### config.mk
export PLATFORM = sky130hd
export DESIGN_NAME = guard_timer
export DESIGN_NICKNAME = d
export VERILOG_FILES = /design/src/rtl/guard_pkg.sv /design/src/rtl/guard_datapath.sv /design/src/rtl/guard_ctrl.sv /design/src/rtl/guard_timer.sv
export SDC_FILE = /design/constraint.sdc
export NUM_CORES = 1
export LEC_CHECK = 0
export ABC_AREA = 0
export CAP_MARGIN = 20
export CORE_ASPECT_RATIO = 0.7
export CORE_MARGIN = 5
export CORE_UTILIZATION = 60
export DETAILED_ROUTE_END_ITERATION = 8
export GPL_TIMING_DRIVEN = 0
export PLACE_DENSITY = 0.81
export SLEW_MARGIN = 5
export SYNTH_ARGS = -nofsm -noshare
export SYNTH_HDL_FRONTEND = slang
export SYNTH_SLANG_ARGS = --single-unit
### constraint.sdc
create_clock -name clk -period 10.4 [get_ports clk]
set_input_delay 2.08 -clock clk [delete_from_list [all_inputs] [get_ports clk]]
set_output_delay 2.08 -clock clk [all_outputs]
set_load 0.05 [all_outputs]
### src/rtl/guard_pkg.sv
package guard_pkg;
  localparam int CFG_W = 14;
  localparam int NUM_FLAGS = 3;
  localparam int ADDR_W = 3;

  localparam logic [ADDR_W-1:0] ADDR_CFG  = 3'd0;
  localparam logic [ADDR_W-1:0] ADDR_FEED = 3'd1;
  localparam logic [ADDR_W-1:0] ADDR_FLAG = 3'd2;
  localparam logic [ADDR_W-1:0] ADDR_FSET = 3'd3;
  localparam logic [ADDR_W-1:0] ADDR_FCLR = 3'd4;
  localparam logic [ADDR_W-1:0] ADDR_IEN  = 3'd5;
  localparam logic [ADDR_W-1:0] ADDR_CNT  = 3'd6;

  // packed order matches the config register bit layout
  typedef struct packed {
    logic       lock;     // 13
    logic [2:0] winSel;   // 12:10
    logic [1:0] warnSel;  // 9:8
    logic [3:0] perSel;   // 7:4
    logic       rstDis;   // 3
    logic       clrSrc;   // 2
    logic       dbgRun;   // 1
    logic       en;       // 0
  } cfg_t;

  localparam cfg_t CFG_RST = cfg_t'(14'h00F0);

  typedef struct packed {
    logic feed;
    logic advance;
  } strobe_t;

  typedef struct packed {
    logic window;
    logic warn;
    logic timeout;
  } event_t;
endpackage

### src/rtl/guard_datapath.sv
module guard_datapath
  import guard_pkg::*;
#(
  parameter int CntW = 19
) (
  input  logic            clk,
  input  logic            rstN,
  input  cfg_t            cfg,
  input  strobe_t         strb,
  output logic [CntW-1:0] count,
  output event_t          evts
);
  localparam int WinW = 3;

  logic [CntW-1:0] lastCnt, fullCnt, eighth, warnThr, winThr, nextCnt;
  logic [CntW-1:0] winPart [WinW];
  logic            wrapNow, running;

  assign lastCnt = {{(CntW-1){1'b0}}, 1'b1} << ({1'b0, cfg.perSel} + 5'd3);
  assign fullCnt = lastCnt + 1'b1;
  assign eighth  = fullCnt >> 3;
  assign nextCnt = count + 1'b1;
  assign running = cfg.en && strb.advance && !strb.feed;
  assign wrapNow = running && (count >= lastCnt);

  always_comb begin
    unique case (cfg.warnSel)
      2'd1:    warnThr = fullCnt >> 2;
      2'd2:    warnThr = fullCnt >> 1;
      2'd3:    warnThr = (fullCnt >> 1) + (fullCnt >> 2);
      default: warnThr = '0;
    endcase
  end

  // k/8 of the timeout as a sum of shifted eighths
  for (genvar i = 0; i < WinW; i++) begin : g_winPart
    assign winPart[i] = cfg.winSel[i] ? (eighth << i) : '0;
  end

  always_comb begin
    winThr = '0;
    for (int i = 0; i < WinW; i++) winThr = winThr + winPart[i];
  end

  assign evts.timeout = wrapNow;
  assign evts.warn    = running && !wrapNow && (cfg.warnSel != 2'd0) && (nextCnt == warnThr);
  assign evts.window  = cfg.en && strb.feed && (cfg.winSel != 3'd0) && (count < winThr);

  always_ff @(posedge clk or negedge rstN) begin
    if (!rstN)                count <= '0;
    else if (!cfg.en)         count <= '0;
    else if (strb.feed)       count <= '0;
    else if (wrapNow)         count <= '0;
    else if (strb.advance)    count <= nextCnt;
  end

  assert_hold_disabled_R9: assert property (@(posedge clk) disable iff (!rstN)
    !cfg.en |=> (count == '0));
  assert_hold_no_tick_R1: assert property (@(posedge clk) disable iff (!rstN)
    (cfg.en && !strb.advance && !strb.feed) |=> $stable(count));
  assert_feed_zero_R10: assert property (@(posedge clk) disable iff (!rstN)
    (cfg.en && strb.feed) |=> (count == '0));
endmodule

### src/rtl/guard_ctrl.sv
module guard_ctrl
  import guard_pkg::*;
#(
  parameter int CntW = 19
) (
  input  logic              clk,
  input  logic              rstN,
  input  logic              tickEn,
  input  logic              dbgHalt,
  input  logic              evtIn,
  input  logic              wrEn,
  input  logic [ADDR_W-1:0] addr,
  input  logic [CFG_W-1:0]  wrData,
  input  logic [CntW-1:0]   count,
  input  event_t            evts,
  output cfg_t              cfg,
  output strobe_t           strb,
  output logic [CntW-1:0]   rdData,
  output logic              irq,
  output logic              rstReq
);
  logic [NUM_FLAGS-1:0] flagsQ, ienQ, setVec, clrVec;
  logic                 evtQ, swFeed, evtRise;

  assign swFeed  = wrEn && (addr == ADDR_FEED) && wrData[0];
  assign evtRise = evtIn && !evtQ;
  assign strb.feed    = cfg.clrSrc ? evtRise : swFeed;
  assign strb.advance = tickEn && !(dbgHalt && !cfg.dbgRun);

  assign setVec = evts | ((wrEn && addr == ADDR_FSET) ? wrData[NUM_FLAGS-1:0] : '0);
  assign clrVec = (wrEn && addr == ADDR_FCLR) ? wrData[NUM_FLAGS-1:0] : '0;

  always_ff @(posedge clk or negedge rstN) begin
    if (!rstN) begin
      cfg    <= CFG_RST;
      flagsQ <= '0;
      ienQ   <= '0;
      evtQ   <= 1'b0;
      rstReq <= 1'b0;
    end else begin
      evtQ   <= evtIn;
      flagsQ <= (flagsQ & ~clrVec) | setVec;
      rstReq <= evts.timeout && !cfg.rstDis;
      if (wrEn && addr == ADDR_CFG && !cfg.lock) cfg <= cfg_t'(wrData);
      if (wrEn && addr == ADDR_IEN) ienQ <= wrData[NUM_FLAGS-1:0];
    end
  end

  assign irq = |(flagsQ & ienQ);

  always_comb begin
    rdData = '0;
    unique case (addr)
      ADDR_CFG:  rdData = CntW'(cfg);
      ADDR_FLAG: rdData = CntW'(flagsQ);
      ADDR_IEN:  rdData = CntW'(ienQ);
      ADDR_CNT:  rdData = count;
      default:   rdData = '0;
    endcase
  end

  assert_rst_pulse_R2: assert property (@(posedge clk) disable iff (!rstN)
    rstReq |=> !rstReq);
  assert_rst_disabled_R2: assert property (@(posedge clk) disable iff (!rstN)
    rstReq |-> !$past(cfg.rstDis));
  assert_lock_sticky_R6: assert property (@(posedge clk) disable iff (!rstN)
    cfg.lock |=> (cfg.lock && $stable(cfg)));
  assert_set_wins_R8: assert property (@(posedge clk) disable iff (!rstN)
    evts.timeout |=> flagsQ[0]);
endmodule

### src/rtl/guard_timer.sv
module guard_timer
  import guard_pkg::*;
#(
  parameter int CntW = 19
) (
  input  logic              clk,
  input  logic              rstN,
  input  logic              tickEn,
  input  logic              dbgHalt,
  input  logic              evtIn,
  input  logic              regWrEn,
  input  logic [ADDR_W-1:0] regAddr,
  input  logic [CFG_W-1:0]  regWrData,
  output logic [CntW-1:0]   regRdData,
  output logic              irqOut,
  output logic              rstReqOut
);
  cfg_t            cfg;
  strobe_t         strb;
  event_t          evts;
  logic [CntW-1:0] count;

  guard_ctrl #(.CntW(CntW)) i_ctrl (
    .clk(clk), .rstN(rstN), .tickEn(tickEn), .dbgHalt(dbgHalt), .evtIn(evtIn),
    .wrEn(regWrEn), .addr(regAddr), .wrData(regWrData), .count(count),
    .evts(evts), .cfg(cfg), .strb(strb), .rdData(regRdData), .irq(irqOut),
    .rstReq(rstReqOut)
  );

  guard_datapath #(.CntW(CntW)) i_dp (
    .clk(clk), .rstN(rstN), .cfg(cfg), .strb(strb), .count(count), .evts(evts)
  );
endmodule

==> results of run 1 <==
-- cell usage in the layout, fill, tap and decap left out, types with 12 or more instances in the layout --
cell | Yosys | routed
ha_1 | 75 | 75
a21oi_1 | 41 | 41
nor3_1 | 16 | 16
clkbuf_1 | 27 | 27
a22oi_1 | 14 | 14
inv_1 | 68 | 68
nor2b_1 | 16 | 16
a21o_1 | 16 | 16
o21ai_0 | 57 | 57
nand2_1 | 89 | 89
nor2_1 | 64 | 64
nand3_1 | 26 | 26
dfrtp_1 | 37 | 37
clkdlybuf4s50_1 | 0 | 41
xnor2_1 | 34 | 34
fa_1 | 16 | 16
and2_1 | 15 | 15
mux2i_1 | 13 | 13
mux2_2 | 15 | 15
nand2b_1 | 12 | 12
xor2_1 | 20 | 20
-- cell type report --
type                            count  area [µm²]  share of cell area
Multi-Input combinational cell    654        4700               0.681
Sequential cell                    41        1030               0.149
Timing Repair Buffer               43         435              0.0631
Inverter                           68         255              0.0370
Tap cell                          128         160              0.0232
Buffer                             38         156              0.0227
Clock buffer                        7         153              0.0221
Clock inverter                      1        8.76             0.00127
-- metal layers --
metal,part of all wire,routed length (µm),GRT usage,vias to the layer above
li1,-,-,-,2920
met1,0.45,8810,0.454,2983
met2,0.42,8210,0.485,308
met3,0.11,2090,0.0910,44
met4,0.020,387,0.0676,0
met5,0,0,0,-
-- critical path, cell delays in order --
cell and delay (ns):
clkdlybuf4s50_1 0.52, buf_1 0.39, and2_1 0.27, clkbuf_1 0.40, a22oi_1 0.17, nor2_1 0.14, clkdlybuf4s50_1 0.83
-- through the flow --
step	hold WS, ns	cell area [µm²]
2_1_floorplan	0.419	6140
3_3_place_gp	0.502	6730
3_5_place_dp	0.517	6740
4_1_cts	0.529	6900
5_1_grt	0.556	6900
6_report	0.520	6900
-- power breakdown --
group	switching, mW	total (mW)	leakage (nW)	internal, mW
clock network	0.0688	0.172	0.0805	0.103
registers	0.0245	0.216	0.528	0.192
logic	0.429	0.653	2.46	0.224
total	0.523	1.04	3.07	0.519
-- final timing paths --
kind                            slack (ns)                to  cells past startpoint           from
worst max-delay path                  3.50     regRdData[13]                      7     regAddr[1]
worst min register to register        0.52     i_ctrl.rstReq                      1  i_ctrl.cfg[3]
max in group asynchronous             8.23     i_ctrl.cfg[4]                      2           rstN
worst min-delay path                  0.52     i_ctrl.rstReq                      1  i_ctrl.cfg[3]
worst max register to register        3.76  i_ctrl.flagsQ[2]                     23  i_ctrl.cfg[4]
min in group asynchronous             1.64    i_dp.count[11]                      1           rstN
-- cell families after synthesis --
group	after synthesis
muxes	28
other	2
adders and majority gates	91
AOI/OAI and AO/OA	197
buffers and inverters	106
xor gates and xnor gates	54
and+or+nand+nor	279
DFF	41
-- flip-flops by register name, summed over array words and instances (netlist names) --
register and cells:
i_ctrl.ienQ 3, i_dp.count 19, i_ctrl.flagsQ 3, i_ctrl.evtQ 1
i_ctrl.rstReq 1, i_ctrl.cfg 14
==> flow_metrics.py, run 1 <==
metrics = {
    "clocking": {
        "cts_setup_buffers": 0,
        "cts_resized": 0,
        "worstSkewPairLatency_ns": 0.29,
        "cts_made_buffers": 5,
        "cts_sinks": 41,
        "root_buffer": "clkbuf_16",
        "ctsHoldBuffers": 0,
        "clock_path_buffers": 2,
        "htreeDepth": 2,
        "cts_tree": "yes",
        "path_clk_slew_ns": 0.06,
    },
    "sta": {
        "setup-violations-final": 0,
        "fin_crit_sh": 0.663,
        "fmax_mhz": 145,
        "finalMaxSlewViolations": 0,
        "fin_setup_tns_ns": 0,
        "rsz0062_at_grt": "no",
        "fin_crit_ns": 6.90,
        "timing.final.ws_setup_ns": 3.50,
        "fin_skew_ns": 0.00444,
        "hold_viol_final": 0,
        "worstMarginPinSlew_ns": 1.16,
        "relSlewSlack": 0.227,
    },
    "detailed_routing": {
        "drt_wl_total_mm": 19.5,
        "viasPerCell": 6.38,
        "antenna_left": 0,
        "wire_per_inst_um": 19.9,
        "drt-initial-drc-count": 638,
        "drc": 0,
        "first_pass_iters": 6,
        "via_count": 6255,
    },
    "grt": {
        "grt_max_degree": 35,
        "grt_pass1_vias": 5906,
        "track_usage": 0.320,
        "antenna_found_initial": 0,
        "grt_pass1_wl_mm": 30.9,
        "grt_overflow_total": 0,
    },
    "place": {
        "dpl_worst_slack_ns": 3.58,
        "place_inst": 972,
        "gp_congestion": 0.998,
        "portBuffers": 42,
        "hpwl_mm": 15.7,
    },
    "yosys": {
        "yosys.area.top_type": "ha_1",
        "post_synth_mux_area_share": 0.0488,
        "ys_seq_elements": 41,
        "syn_area_um2": 6130,
        "synthArstFlopShare": 1.00,
        "synth-xor-area-share": 0.0771,
        "ys_top_cells_by_area": "ha_1 15%, dfrtp_1 15%, nand2_1 5.4%, fa_1 5.2%, xnor2_1 4.9%",
        "synth_most_common_cell": "nand2_1",
        "synth_compound_area_frac": 0.205,
        "synth-simple-area-share": 0.227,
        "syn_area_per_cell_um2": 7.69,
        "yosys_warnings": 0,
        "synth-adder-area-share": 0.205,
        "ys_top_cells_by_count": "89 x nand2_1, 75 x ha_1, 68 x inv_1",
        "syn_inst": 798,
        "ys.flop_type": "dfrtp_1",
        "seq_area_frac_synth": 0.168,
        "ys_types": 69,
        "synth_top_area_share": 0.153,
        "synth_top_family_by_area": "simple AND/OR/NAND/NOR gates",
        "synth-edff-count": 0,
    },
    "layout": {
        "final_layout_size_suffix_gt1_frac": 0.0634,
        "fin_cells": 980,
        "antenna_cells": 0,
        "area_delta_synth_final_pct": 12.5,
        "utilization": 0.702,
        "num-fill-cells": 802,
        "fin_nets": 965,
    },
    "worst_setup_path": {
        "worstPathArrival_ns": 4.82,
        "required_ns": 8.32,
        "crit_type": "primary input to primary output",
        "cp_max_fo": 10,
        "crit_path_start_kind": "primary input",
        "end_kind": "primary output",
    },
    "floorplanning": {
        "core_area_um2": 9830,
        "rows": 30,
        "start_util": 0.624,
        "dieArea_um2": 12400,
        "io_pins": 44,
        "die_w_um": 131,
        "die_y_um": 94.6,
    },
    "min_path": {
        "hold_path.class": "flip-flop to flip-flop",
    },
    "run_status": {
        "outcome": "completed",
    },
    "run": {
        "timing.max_cap.violations": 0,
    },
    "pwr": {
        "power_density_nw_per_um2": 151,
        "p_leak_nw": 3.07,
        "ir_drop_uv": 83.1,
        "finalPower_mw": 1.04,
    },
}
No activity file was read; power rests on OpenSTA's default activity.
==> run 2: changes to the inputs <==
clock period = 6.84 ns   (was 10.4 ns; I/O delays follow)
==> run 2 against run 1 <==
Net effect: critical path depth rose by 16; first-iteration DRC count is 8.0% higher; register-to-register slack got worse by 3.3 ns; sequential cell count is the same; sequential power grew 52%; clock power up 51%; global-route usage stayed put; routed wire length rose by 0.39%; combinational power grew 52%; worst hold slack gained 0.0057 ns; critical endpoint is now i_ctrl.flagsQ[2]; highest routed layer unchanged.
==> flow_metrics.py, run 2 (same netlist as run 1, synthesis figures left out) <==
metrics = {
    "clocking": {
        "root_buffer": "clkbuf_16",
        "htreeDepth": 2,
        "worstSkewPairLatency_ns": 0.29,
        "clock_path_buffers": 2,
        "cts_made_buffers": 5,
        "path_clk_slew_ns": 0.06,
        "cts_sinks": 41,
        "cts_tree": "yes",
    },
    "sta": {
        "finalMaxSlewViolations": 0,
        "fin_skew_ns": 0.00429,
        "setup-violations-final": 0,
        "rsz0062_at_grt": "no",
        "worstMarginPinSlew_ns": 1.14,
        "fin_setup_tns_ns": 0,
        "fin_crit_sh": 0.927,
        "timing.final.ws_setup_ns": 0.497,
        "fmax_mhz": 158,
        "fin_crit_ns": 6.34,
        "hold_viol_final": 0,
        "holdWs_ns": 0.526,
        "relSlewSlack": 0.235,
    },
    "min_path": {
        "hold_path.class": "flip-flop to flip-flop",
    },
    "worst_setup_path": {
        "crit_path_start_kind": "flip-flop",
        "path_common_cell": "a21oi_1",
        "path_delay_family": "compound AO/OA/AOI/OAI gates",
        "crit_type": "flip-flop to flip-flop",
        "crit_end": "i_ctrl.flagsQ[2]",
        "crit_start": "i_ctrl.cfg[4]",
        "end_kind": "flip-flop",
        "crit_chain": "buf_2, nand2b_1, nor3_2, nand2_1, fa_1, inv_1, ha_1, a21o_1, a21oi_1, nor2b_1, o21ai_0, a21oi_1, and4_1, o31ai_1, o2111ai_1, a21oi_1, xor2_1, ha_1, a21o_1, a211oi_1, nand2_1, o21ai_0, a31o_2",
        "critical_path.slowest_cell": "fa_1",
        "reg2reg_slack_ns": 0.50,
        "cp.depth": 23,
        "cp_max_fo": 10,
        "max_stage_delay_ns": 0.63,
        "required_ns": 7.07,
        "worst-path-buf-inv": 2,
        "rr_worst_depth": 23,
        "r2r_end": "i_ctrl.flagsQ[2]",
        "worstPathArrival_ns": 6.57,
        "reg2reg_from": "i_ctrl.cfg[4]",
    },
    "pwr": {
        "ir_drop_uv": 126,
        "power_switching_mw": 0.793,
        "clockPowerShare": 0.164,
        "pwr-share-seq": 0.208,
        "cellInternalPower_mw": 0.790,
        "p_leak_nw": 3.07,
        "finalPower_mw": 1.58,
        "combPwrFrac": 0.628,
        "power_density_nw_per_um2": 229,
        "swShare": 0.501,
    },
    "grt": {
        "top_usage_layer": "met2",
        "antenna_found_initial": 0,
        "track_usage": 0.320,
        "grt_pass1_vias": 5906,
        "grt_use_met3": 0.0910,
        "grt_overflow_total": 0,
        "grt_pass1_wl_mm": 30.9,
        "grt_max_degree": 35,
        "grtUsageMet2": 0.485,
        "grt_util_met1": 0.454,
    },
    "place": {
        "dpl_worst_slack_ns": 0.398,
        "gp_congestion": 0.998,
        "placedInstanceArea_um2": 6740,
        "portBuffers": 42,
        "hpwl_mm": 15.7,
    },
    "detailed_routing": {
        "via_count": 6282,
        "drt_wl_total_mm": 19.6,
        "wire_per_inst_um": 20.0,
        "drc": 0,
        "antenna_left": 0,
        "first_pass_iters": 6,
        "drt-initial-drc-count": 689,
        "viasPerCell": 6.41,
    },
    "layout": {
        "final_layout_size_suffix_gt1_frac": 0.0646,
        "largest_registers": "i_dp.count: 19 flops, i_ctrl.cfg: 14 flops",
        "fin_area_um2": 6910,
        "antenna_cells": 0,
        "final_cell_mix": "89 x nand2_1, 75 x ha_1, 68 x inv_1",
        "layout_commonest_cell": "nand2_1",
        "num-fill-cells": 801,
        "area_delta_synth_final_pct": 12.6,
        "fin_nets": 965,
        "top_register": "i_dp.count",
        "largest_reg_flops": 19,
    },
    "floorplanning": {
        "die_y_um": 94.6,
        "core_area_um2": 9830,
        "io_pins": 44,
        "start_util": 0.624,
        "dieArea_um2": 12400,
        "die_w_um": 131,
        "rows": 30,
    },
    "run_status": {
        "outcome": "completed",
    },
    "run": {
        "timing.max_cap.violations": 0,
    },
}
run 2: cell counts in the layout (fill, tap and decap cells not counted):
Identical to the previous run, type by type.
run 2: worst min path at each step:
stage              startpoint             end  cells past startpoint
2_1_floorplan   i_ctrl.cfg[3]   i_ctrl.rstReq                      1
3_3_place_gp    i_ctrl.cfg[3]   i_ctrl.rstReq                      1
3_5_place_dp    i_ctrl.cfg[3]   i_ctrl.rstReq                      1
4_1_cts         i_ctrl.cfg[3]   i_ctrl.rstReq                      1
5_1_grt        i_ctrl.cfg[13]  i_ctrl.cfg[13]                      1
6_report        i_ctrl.cfg[3]   i_ctrl.rstReq                      1
run 2: through the flow:
step / instances / util
6_report: 980 / 0.702
5_1_grt: 980 / 0.702
4_1_cts: 980 / 0.702
3_5_place_dp: 972 / 0.685
3_3_place_gp: 971 / 0.684
2_1_floorplan: 801 / -
run 2: what timing repair did:
action                                  CTS  global route
hold endpoints to repair                  0             0
gates resized for setup                   0             1
buffers inserted                          0             0
hold buffers                              0             0
endpoints found under the setup margin    0             1
run 2: layer usage:
layer | wire (µm) | vias up | part of all wire
li1 | - | 2923 | -
met1 | 8810 | 2984 | 0.45
met2 | 8260 | 333 | 0.42
met3 | 2130 | 42 | 0.11
met4 | 377 | 0 | 0.019
met5 | 0 | - | 0
run 2: cell type report:
type,count,area [µm²],area share
multi-input cells,654,4710,0.682
flip-flops and latches,41,1030,0.149
repair buffers,43,435,0.0630
inverters,68,255,0.0370
well taps,128,160,0.0232
plain buffers,38,156,0.0226
clock buffers,7,153,0.0221
clock inverters,1,8.76,0.00127
run 2: power groups by stage:
stage          clock [mW]  sequential, mW  combinational, mW
3_3_place_gp            0           0.329              0.932
4_1_cts             0.259           0.327              0.963
2_1_floorplan           0           0.317              0.681
6_report            0.259           0.329              0.994
3_5_place_dp            0           0.331              0.958
5_1_grt             0.271           0.334               1.07
